### config.mk
export PLATFORM = sky130hd
export DESIGN_NAME = ovs_serial_rx
export DESIGN_NICKNAME = d
export VERILOG_FILES = /design/src/rtl/ovs_rx_pkg.sv /design/src/rtl/ovs_rx_sync.sv /design/src/rtl/ovs_rx_vote.sv /design/src/rtl/ovs_rx_frame.sv /design/src/rtl/ovs_serial_rx.sv
export SDC_FILE = /design/constraint.sdc
export NUM_CORES = 1
export LEC_CHECK = 0
export BUFFER_PORTS_ARGS = -buffer_cell sky130_fd_sc_hd__buf_2
export CAP_MARGIN = 20
export CORE_UTILIZATION = 40
export DETAILED_ROUTE_END_ITERATION = 10
export GPL_TIMING_DRIVEN = 0
export SYNTH_ARGS = -nofsm -noshare
export SYNTH_HDL_FRONTEND = slang
export SYNTH_SLANG_ARGS = --single-unit
export TNS_END_PERCENT = 100
### constraint.sdc
create_clock -name clk -period 2.3 [get_ports clk]
set_input_delay 0 -clock clk [delete_from_list [all_inputs] [get_ports clk]]
set_output_delay 0 -clock clk [all_outputs]
set_load 0.01 [all_outputs]
### src/rtl/ovs_rx_pkg.sv
// Package: shared types for the oversampling receiver.
// Assumes nothing beyond IEEE 1800-2017 enum support.
package ovs_rx_pkg;
    // Frame sequencer phases
    typedef enum logic [1:0] {
        PH_IDLE,
        PH_START,
        PH_DATA,
        PH_STOP
    } rx_phase_t;
endpackage

### src/rtl/ovs_rx_sync.sv
// Module: multi-stage synchronizer for the asynchronous serial line.
// Assumes the line idles high; stages reset to 1 so no false edge appears.
module ovs_rx_sync #(
    parameter int STAGES = 2
) (
    input  logic clk,
    input  logic rst_n,
    input  logic d_i,
    output logic q_o
);
    logic [STAGES-1:0] chain_q;

    for (genvar g = 0; g < STAGES; g++) begin : g_stage
        // Each stage samples the previous one (stage 0 samples the line)
        always_ff @(posedge clk) begin
            if (!rst_n) begin
                chain_q[g] <= 1'b1;
            end else if (g == 0) begin
                chain_q[g] <= d_i;
            end else begin
                chain_q[g] <= chain_q[(g == 0) ? 0 : g-1];
            end
        end
    end

    assign q_o = chain_q[STAGES-1];
endmodule

### src/rtl/ovs_rx_vote.sv
// Module: three-sample majority decision with disagreement detection.
// Purely combinational; assumes the three samples belong to one bit.
module ovs_rx_vote (
    input  logic [2:0] smp_i,
    output logic       bit_o,
    output logic       split_o
);
    // Majority value and whether the samples were not unanimous
    always_comb begin
        bit_o   = (smp_i[0] & smp_i[1]) | (smp_i[0] & smp_i[2]) | (smp_i[1] & smp_i[2]);
        split_o = (smp_i != 3'b000) && (smp_i != 3'b111);
    end
endmodule

### src/rtl/ovs_rx_frame.sv
// Module: frame sequencer. It detects the start edge, counts sample ticks
// within each bit, collects the mid-bit samples and shifts in data LSB first.
// Assumes tick_i is one clock wide and nine_i is stable during a frame.
module ovs_rx_frame
    import ovs_rx_pkg::*;
#(
    parameter int OVS = 16,
    parameter int MID = 8,
    parameter int DW  = 9
) (
    input  logic          clk,
    input  logic          rst_n,
    input  logic          tick_i,
    input  logic          line_i,
    input  logic          nine_i,
    output logic          done_o,
    output logic [DW-1:0] data_o,
    output logic          ferr_o,
    output logic          noise_o
);
    localparam int CW   = $clog2(OVS);
    localparam int BW   = $clog2(DW + 1);
    localparam int RT_A = MID - 1;
    localparam int RT_B = MID;
    localparam int RT_C = MID + 1;

    rx_phase_t     phase_q;
    logic [CW-1:0] rt_q;
    logic [BW-1:0] bit_q;
    logic [DW-1:0] shift_q;
    logic [1:0]    smp_q;
    logic          noise_q;
    logic          prev_q;
    logic          v_bit;
    logic          v_split;
    logic [BW-1:0] last_bit;

    ovs_rx_vote u_vote (
        .smp_i   ({smp_q[1], smp_q[0], line_i}),
        .bit_o   (v_bit),
        .split_o (v_split)
    );

    // Index of the final data bit for the selected character size
    assign last_bit = nine_i ? BW'(DW - 1) : BW'(DW - 2);

    // Sequencer: advances only on sample ticks
    always_ff @(posedge clk) begin
        if (!rst_n) begin
            phase_q <= PH_IDLE;
            rt_q    <= '0;
            bit_q   <= '0;
            shift_q <= '0;
            smp_q   <= '0;
            noise_q <= 1'b0;
            prev_q  <= 1'b0;
        end else if (tick_i) begin
            prev_q <= line_i;
            if (phase_q == PH_IDLE) begin
                if (prev_q && !line_i) begin
                    phase_q <= PH_START;
                    rt_q    <= CW'(1);
                    bit_q   <= '0;
                    noise_q <= 1'b0;
                end
            end else begin
                rt_q <= (rt_q == CW'(OVS - 1)) ? '0 : rt_q + CW'(1);
                if (rt_q == CW'(RT_A)) smp_q[0] <= line_i;
                if (rt_q == CW'(RT_B)) smp_q[1] <= line_i;
                if (rt_q == CW'(RT_C)) begin
                    noise_q <= noise_q | v_split;
                    case (phase_q)
                        PH_START: if (v_bit) phase_q <= PH_IDLE;
                        PH_DATA:  shift_q <= {v_bit, shift_q[DW-1:1]};
                        PH_STOP:  phase_q <= PH_IDLE;
                        default:  ;
                    endcase
                end
                if (rt_q == CW'(OVS - 1)) begin
                    if (phase_q == PH_START) begin
                        phase_q <= PH_DATA;
                    end else if (phase_q == PH_DATA) begin
                        if (bit_q == last_bit) phase_q <= PH_STOP;
                        else                   bit_q   <= bit_q + BW'(1);
                    end
                end
            end
        end
    end

    // Frame results, valid in the completion cycle
    always_comb begin
        done_o  = tick_i && (phase_q == PH_STOP) && (rt_q == CW'(RT_C));
        data_o  = nine_i ? shift_q : {1'b0, shift_q[DW-1:1]};
        ferr_o  = !v_bit;
        noise_o = noise_q | v_split;
    end

    // leaving idle must follow a high-then-low pair of line samples
    assert_start_edge_R1: assert property (@(posedge clk) disable iff (!rst_n)
        (phase_q != PH_IDLE && $past(phase_q) == PH_IDLE) |-> ($past(prev_q) && !$past(line_i)));

    // the stop phase is reached only after the last data bit
    assert_stop_after_last_R3: assert property (@(posedge clk) disable iff (!rst_n)
        (phase_q == PH_STOP) |-> (bit_q == last_bit));

    // the data bit counter stays inside the widest character
    assert_bitcnt_range_R4: assert property (@(posedge clk) disable iff (!rst_n)
        bit_q <= BW'(DW - 1));
endmodule

### src/rtl/ovs_serial_rx.sv
// Module: top of the oversampling serial receiver with standby.
// It holds the character, the status flags and the ready/interrupt logic.
// Assumes tick_i comes from an external rate generator at 16x the bit rate.
module ovs_serial_rx #(
    parameter int OVS      = 16,
    parameter int MID      = 8,
    parameter int DW       = 9,
    parameter int SYNC_STG = 2
) (
    input  logic          clk,
    input  logic          rst_n,
    input  logic          tick_i,
    input  logic          rxd_i,
    input  logic          nine_bit_i,
    input  logic          standby_i,
    input  logic          rd_strobe_i,
    output logic [DW-1:0] data_o,
    output logic          ready_o,
    output logic          irq_o,
    output logic          frame_err_o,
    output logic          noise_o
);
    logic          line_s;
    logic          frame_done;
    logic [DW-1:0] frame_data;
    logic          frame_ferr;
    logic          frame_noise;
    logic [DW-1:0] data_q;
    logic          ready_q;
    logic          ferr_q;
    logic          noise_q;

    ovs_rx_sync #(.STAGES(SYNC_STG)) u_sync (
        .clk   (clk),
        .rst_n (rst_n),
        .d_i   (rxd_i),
        .q_o   (line_s)
    );

    ovs_rx_frame #(.OVS(OVS), .MID(MID), .DW(DW)) u_frame (
        .clk     (clk),
        .rst_n   (rst_n),
        .tick_i  (tick_i),
        .line_i  (line_s),
        .nine_i  (nine_bit_i),
        .done_o  (frame_done),
        .data_o  (frame_data),
        .ferr_o  (frame_ferr),
        .noise_o (frame_noise)
    );

    // Character and status capture; loaded on every completed frame
    always_ff @(posedge clk) begin
        if (!rst_n) begin
            data_q  <= '0;
            ferr_q  <= 1'b0;
            noise_q <= 1'b0;
        end else if (frame_done) begin
            data_q  <= frame_data;
            ferr_q  <= frame_ferr;
            noise_q <= frame_noise;
        end
    end

    // Ready flag: set by a frame outside standby, which wins over a read strobe
    always_ff @(posedge clk) begin
        if (!rst_n) begin
            ready_q <= 1'b0;
        end else if (frame_done && !standby_i) begin
            ready_q <= 1'b1;
        end else if (rd_strobe_i) begin
            ready_q <= 1'b0;
        end
    end

    assign data_o      = data_q;
    assign ready_o     = ready_q;
    assign frame_err_o = ferr_q;
    assign noise_o     = noise_q;
    assign irq_o       = ready_q && !standby_i;

    // the character only changes after a completed frame
    assert_data_hold_R9: assert property (@(posedge clk) disable iff (!rst_n)
        !frame_done |=> $stable(data_o));

    // a frame completed outside standby leaves the flag set
    assert_ready_set_R8: assert property (@(posedge clk) disable iff (!rst_n)
        (frame_done && !standby_i) |=> ready_o);

    // a lone read strobe clears the flag
    assert_ready_clear_R8: assert property (@(posedge clk) disable iff (!rst_n)
        (rd_strobe_i && !frame_done) |=> !ready_o);

    // the flag never rises from a frame taken in standby
    assert_standby_noset_R9: assert property (@(posedge clk) disable iff (!rst_n)
        $rose(ready_o) |-> $past(!standby_i));
endmodule

==> impl_metrics.json, run 1 <==
{
  "grt_pass1_vias": 1304,
  "worst_ep_arrival_time_ns": 2.14,
  "crit_slowest_cell": "dlygate4sd3_1",
  "clk_latency_ns": 0.29,
  "rsz0062_at_grt": "false",
  "cts.path.max_buffers": 2,
  "core-area_sq_mm": 0.00403,
  "hp-start": "tick_i",
  "numCtsBuffers": 5,
  "final_layout_size_suffix_gt1_share_pct": 17.3,
  "synth_common_cells": "37 x dfxtp_1, 19 x nor2_1, 16 x a21oi_1",
  "cts_tree": "yes",
  "layout.cells.non_filler": 276,
  "drv_cap": 0,
  "grt_max_degree": 13,
  "synth_area_sq_mm": 0.00169,
  "syn_area_per_cell_sq_um": 8.66,
  "vias": 1419,
  "clock_skew_ns": 0.00848,
  "r2r_end": "ready_o",
  "clkTransAtPathRegs_ns": 0.07,
  "cp_max_fo": 5,
  "tightest_slew_ns": 0.584,
  "synthArstFlopShare_pct": 0,
  "netlist.area_leader.share_pct": 43.9,
  "wl_per_cell_um": 13.0,
  "via_per_inst": 5.14,
  "ant_nets": 0,
  "grt_use_total_pct": 17.8,
  "die_y_um": 67.0,
  "drv_slew": 0,
  "cts.sinks": 37,
  "reg2reg_from": "u_frame.rt_q[1]",
  "power.density_mw_per_mm2": 576,
  "timing.final.crit_period_ns": 1.91,
  "synthCells": 195,
  "crit_required_ns": 2.53,
  "portBuffers": 18,
  "fin_nets": 236,
  "hold_path.class": "in -> reg",
  "drc": 0,
  "start_kind": "flop",
  "setup_violations": 0,
  "worstPathCellList": "inv_1, ha_1, nand3b_1, nor3_2, nand2b_1, a21oi_1, dlygate4sd3_1",
  "max_stage_delay_ns": 0.56,
  "status": "complete, no violations",
  "hold_viol_final": 0,
  "die_w_um": 67.0,
  "worstHoldEndpoint": "u_frame.prev_q",
  "synth_nets": 206,
  "dieArea_sq_mm": 0.00449,
  "grt-ovfl-total": 0,
  "diodes": 0,
  "end_kind": "flop",
  "dr.pass1.iters": 4,
  "power.leakage_nw": 0.727,
  "placed_cells": 263,
  "yosysUniqueCellTypes": 41,
  "synthTopCellsByArea": "dfxtp_1 44%, mux2i_1 7.7%, a211oi_1 4.9%",
  "drtIter0Drc": 54,
  "dpl.hpwl_um": 2490,
  "slew_headroom_pct": 60.8,
  "post_cts_resized": 0,
  "yosysWarningCount": 0,
  "rr_worst_depth": 7,
  "max_freq_mhz": 522,
  "period_share_pct": 83.2,
  "min_path_cells": 3,
  "synth_edf_count": 0,
  "ir_drop_v": 0.000398,
  "row_count": 23,
  "synthFlopType": "dfxtp_1",
  "setup_tns_ns": 0,
  "start_util_pct": 41.9,
  "routabilityCongestion": 0.774,
  "yosysTopAreaCell": "dfxtp_1",
  "num_io_pins": 20,
  "rrSetupSlack_ns": 0.39,
  "drt-total-wl_um": 3590,
  "path_buf_inv": 2,
  "seq_area_frac_synth_pct": 43.9,
  "grt_antenna_before_repair": 0,
  "synth.ff_latch_count": 37,
  "grt_pass1_wl_um": 6030,
  "cts_setup_buffers": 0,
  "crit_type": "reg -> reg",
  "cts_root_buf": "clkbuf_8",
  "yosysMostFrequentCell": "dfxtp_1",
  "syn_to_final_growth_pct": 17.1,
  "crit_family": "buffers and inverters",
  "htree_levels": 2
}
## layer usage
layer,global-route usage (%),vias up,wire (um)
li1,-,755,-
met1,22.3,640,1760
met3,3.60,5,89
met2,30.3,19,1710
met5,0,-,0
met4,5.59,0,36
## worst max-delay path by stage
stage / start / to / slack (ns) / cells past startpoint
3_3_place_gp: u_frame.phase_q[0] / u_frame.bit_q[1] / 0.56 / 5
2_1_floorplan: u_frame.rt_q[0] / u_frame.bit_q[3] / 0.71 / 5
5_1_grt: u_frame.rt_q[1] / ready_o / 0.25 / 7
3_5_place_dp: u_frame.rt_q[1] / data_o[0] / 0.56 / 6
4_1_cts: u_frame.rt_q[1] / ready_o / 0.41 / 7
6_report: u_frame.rt_q[1] / ready_o / 0.39 / 7
## timing repair
action                                  in CTS  in global routing
hold buffers                                 5                  0
endpoints found under the setup margin       0                  0
hold endpoints to repair                     3                  0
## layout by cell type (no fill, tap or decap), types with 2 or more instances in the layout
cell type      instances
a211oi_1              11
a21oi_1               16
inv_1                  4
dfxtp_1               37
dlygate4sd3_1          5
ha_1                   4
o21ai_0               13
nand2_1               15
nand3_1                5
a22oi_1                2
buf_2                 23
nor2b_1                3
or3_1                  6
clkbuf_1               6
nand3b_1               3
clkbuf_8               5
clkinv_2               2
or2_2                  3
nand2b_1               4
nor2_1                19
mux2i_1               13
nor3_1                 4
## kinds of logic after synthesis
family,count (synthesis),share of synthesized area [%]
AO/OA/AOI/OAI,52,18.7
adder cells (fa/ha/maj),5,3.56
buffers and inverters,15,3.70
flip-flops,37,43.9
multiplexers,13,7.70
AND/OR/NAND/NOR,73,22.5
## flip-flops by register name, summed over array words and instances (netlist names)
signal / flops
u_frame.shift_q: 9
u_frame.noise_q: 1
u_sync.chain_q: 1
u_frame.smp_q: 2
u_frame.prev_q: 1
ready_o: 1
frame_err_o: 1
u_frame.bit_q: 4
noise_o: 1
u_frame.rt_q: 4
data_o: 9
u_frame.phase_q: 2
u_sync.q_o: 1
## report_power, final
part / internal [mW] / switching [mW] / total (mW)
clock: 0.209 / 0.236 / 0.445
combinational: 0.0206 / 0.0272 / 0.0477
sequential: 0.644 / 0.00311 / 0.647
total: 0.873 / 0.266 / 1.14
## stage by stage
| step | power [mW] | utilization (%) | hold slack (ns) | setup WS (ns) | cell area [sq um] |
|---|---|---|---|---|---|
| after detailed placement | 0.704 | 45.7 | 0.191 | 0.563 | 1840 |
| after global routing | 1.19 | 49.1 | 0.167 | 0.249 | 1980 |
| after global placement | 0.704 | 45.7 | 0.182 | 0.559 | 1840 |
| after floorplan | 0.689 | - | 0.0464 | 0.713 | 1690 |
| final | 1.14 | 49.1 | 0.106 | 0.386 | 1980 |
| after CTS | 1.16 | 49.1 | 0.0992 | 0.406 | 1980 |
## worst min-delay path: cells and delay by family
family	cells	cell delay [ns]
and+or+nand+nor	1	0.08
muxes	1	0.09
buffers and inverters	1	0.18
## area by class of cell
type / count / area [sq um]
Sequential cell: 37 / 741
Multi-Input combinational cell: 143 / 886
Tap cell: 50 / 62.6
Timing Repair Buffer: 23 / 140
Buffer: 11 / 47.5
Clock inverter: 3 / 17.5
Inverter: 4 / 15.0
Fill cell: 411 / 2050
Clock buffer: 5 / 68.8
(Power assumes the default switching activity.)
==> inputs of run 2 (changes only) <==
- clock period: 2.3 -> 1.75 ns (I/O delays scaled with it)
==> run 2 against run 1 <==
  * Setup slack worse by 0.30 ns
  * Global-route usage down 0.072 points
  * Via count up 2.4%
  * Maximum frequency up 15%
  * Highest routed layer unchanged
  * First-iteration DRC count up 28%
  * Power up 32%
  * Clock-buffer cell count unchanged
  * Die area unchanged
  * Largest power group unchanged
  * Clock skew down 0.00095 ns
  * Critical endpoint is now u_frame.phase_q[0]
==> impl_metrics.json, run 2 (synthesis results as in run 1) <==
{
  "rr_worst_depth": 7,
  "start_util_pct": 41.9,
  "crit_required_ns": 1.93,
  "period_share_pct": 95.0,
  "end_kind": "flop",
  "die_w_um": 67.0,
  "clock_skew_ns": 0.00753,
  "drv_slew": 0,
  "multi_input_area_sq_um": 920,
  "grt-ovfl-total": 0,
  "start_kind": "flop",
  "grt_max_degree": 13,
  "cts.sinks": 37,
  "cts_tree": "yes",
  "die_y_um": 67.0,
  "setup_violations": 0,
  "core-area_sq_mm": 0.00403,
  "grt_pass1_wl_um": 6000,
  "grt_pass1_vias": 1297,
  "dr.pass1.iters": 4,
  "power.leakage_nw": 0.747,
  "row_count": 23,
  "grt_use_total_pct": 17.8,
  "setup_tns_ns": 0,
  "num_io_pins": 20,
  "rsz0062_at_grt": "true",
  "worst_ep_arrival_time_ns": 1.84,
  "clkTransAtPathRegs_ns": 0.07,
  "min_path_cells": 3,
  "routabilityCongestion": 0.774,
  "cts.path.max_buffers": 2,
  "slew_headroom_pct": 62.6,
  "htree_levels": 2,
  "clk_latency_ns": 0.29,
  "hold_viol_final": 0,
  "drv_cap": 0,
  "portBuffers": 18,
  "dieArea_sq_mm": 0.00449,
  "wl_per_cell_um": 13.0,
  "hp-start": "tick_i",
  "final_layout_size_suffix_gt1_share_pct": 20.3,
  "hold_path.class": "in -> reg",
  "max_freq_mhz": 602,
  "fin_area_sq_mm": 0.00203,
  "ant_nets": 0,
  "cp_max_fo": 5,
  "fillers": 402,
  "syn_to_final_growth_pct": 19.9,
  "diodes": 0,
  "final_common_cell": "dfxtp_1",
  "numCtsBuffers": 5,
  "timing.final.crit_period_ns": 1.66,
  "power.total_mw": 1.51,
  "placed_area_sq_mm": 0.00184,
  "cts_root_buf": "clkbuf_8",
  "whs_ns": 0.117,
  "crit_type": "reg -> reg",
  "layout_common_cells": "35 x dfxtp_1, 22 x buf_2, 19 x nor2_1",
  "drt-total-wl_um": 3590,
  "seqCellArea_sq_um": 743,
  "grt_antenna_before_repair": 0,
  "crit_start": "u_frame.rt_q[1]",
  "drc": 0,
  "via_per_inst": 5.25,
  "dpl.hpwl_um": 2490,
  "status": "complete, no violations",
  "drtIter0Drc": 69,
  "power.density_mw_per_mm2": 743,
  "tightest_slew_ns": 0.561,
  "ir_drop_v": 0.000525,
  "fin_nets": 237,
  "reg2reg_from": "u_frame.rt_q[1]",
  "vias": 1453,
  "final_util_pct": 50.3
}
==> run 2: cell types whose count changed in the layout (fill, tap and decap cells not counted), sizes merged <==
cell / delta
buf: +1
==> run 2: cell type report <==
type,instances,area share [%]
plain buffers,11,2.53
flip-flops and latches,37,36.7
repair buffers,24,7.29
clock buffers,5,3.40
inverters,4,0.741
multi-input cells,143,45.4
clock inverters,3,0.865
well taps,50,3.09
==> run 2: final timing paths <==
path                         to  slack (ns)
min reg2reg          u_sync.q_o        0.41
max reg2reg  u_frame.phase_q[0]        0.09
min              u_frame.prev_q        0.12
max          u_frame.phase_q[0]        0.09
==> run 2: power breakdown <==
part	total, mW	switching, mW	internal (mW)	leakage [nW]
Sequential	0.851	0.00450	0.846	0.300
Combinational	0.0653	0.0366	0.0287	0.403
Clock	0.590	0.315	0.275	0.0439
Total	1.51	0.356	1.15	0.747
==> run 2: what timing repair did <==
item                                    4_1_cts  5_1_grt
hold buffers                                  5        0
hold endpoints to repair                      3        0
setup buffers                                 0        1
endpoints found under the setup margin        0       25
gates resized for setup                       0       13
==> run 2: per-stage QoR <==
stage               setup WS, ns  instances
floorplan                  0.163        195
global placement         0.00892        263
detailed placement        0.0129        263
CTS                      0.00542        276
global route            -0.00553        277
finish                    0.0878        277
==> run 2: routing by layer <==
layer	share of wire [%]	wire length [um]	track usage, %	up-vias
met1	49	1750	22.3	658
li1	-	-	-	764
met4	1.0	36	5.59	0
met3	2.7	98	3.60	5
met2	48	1710	30.1	26
met5	0	0	0	-
==> run 2: worst max-delay path: stages, from the launching register on <==
cell and delay (ns):
dfxtp_2 0.35, inv_1 0.08, ha_1 0.14, nand3b_1 0.20
buf_4 0.21, or2_2 0.31, o221ai_1 0.21, nor2_1 0.07
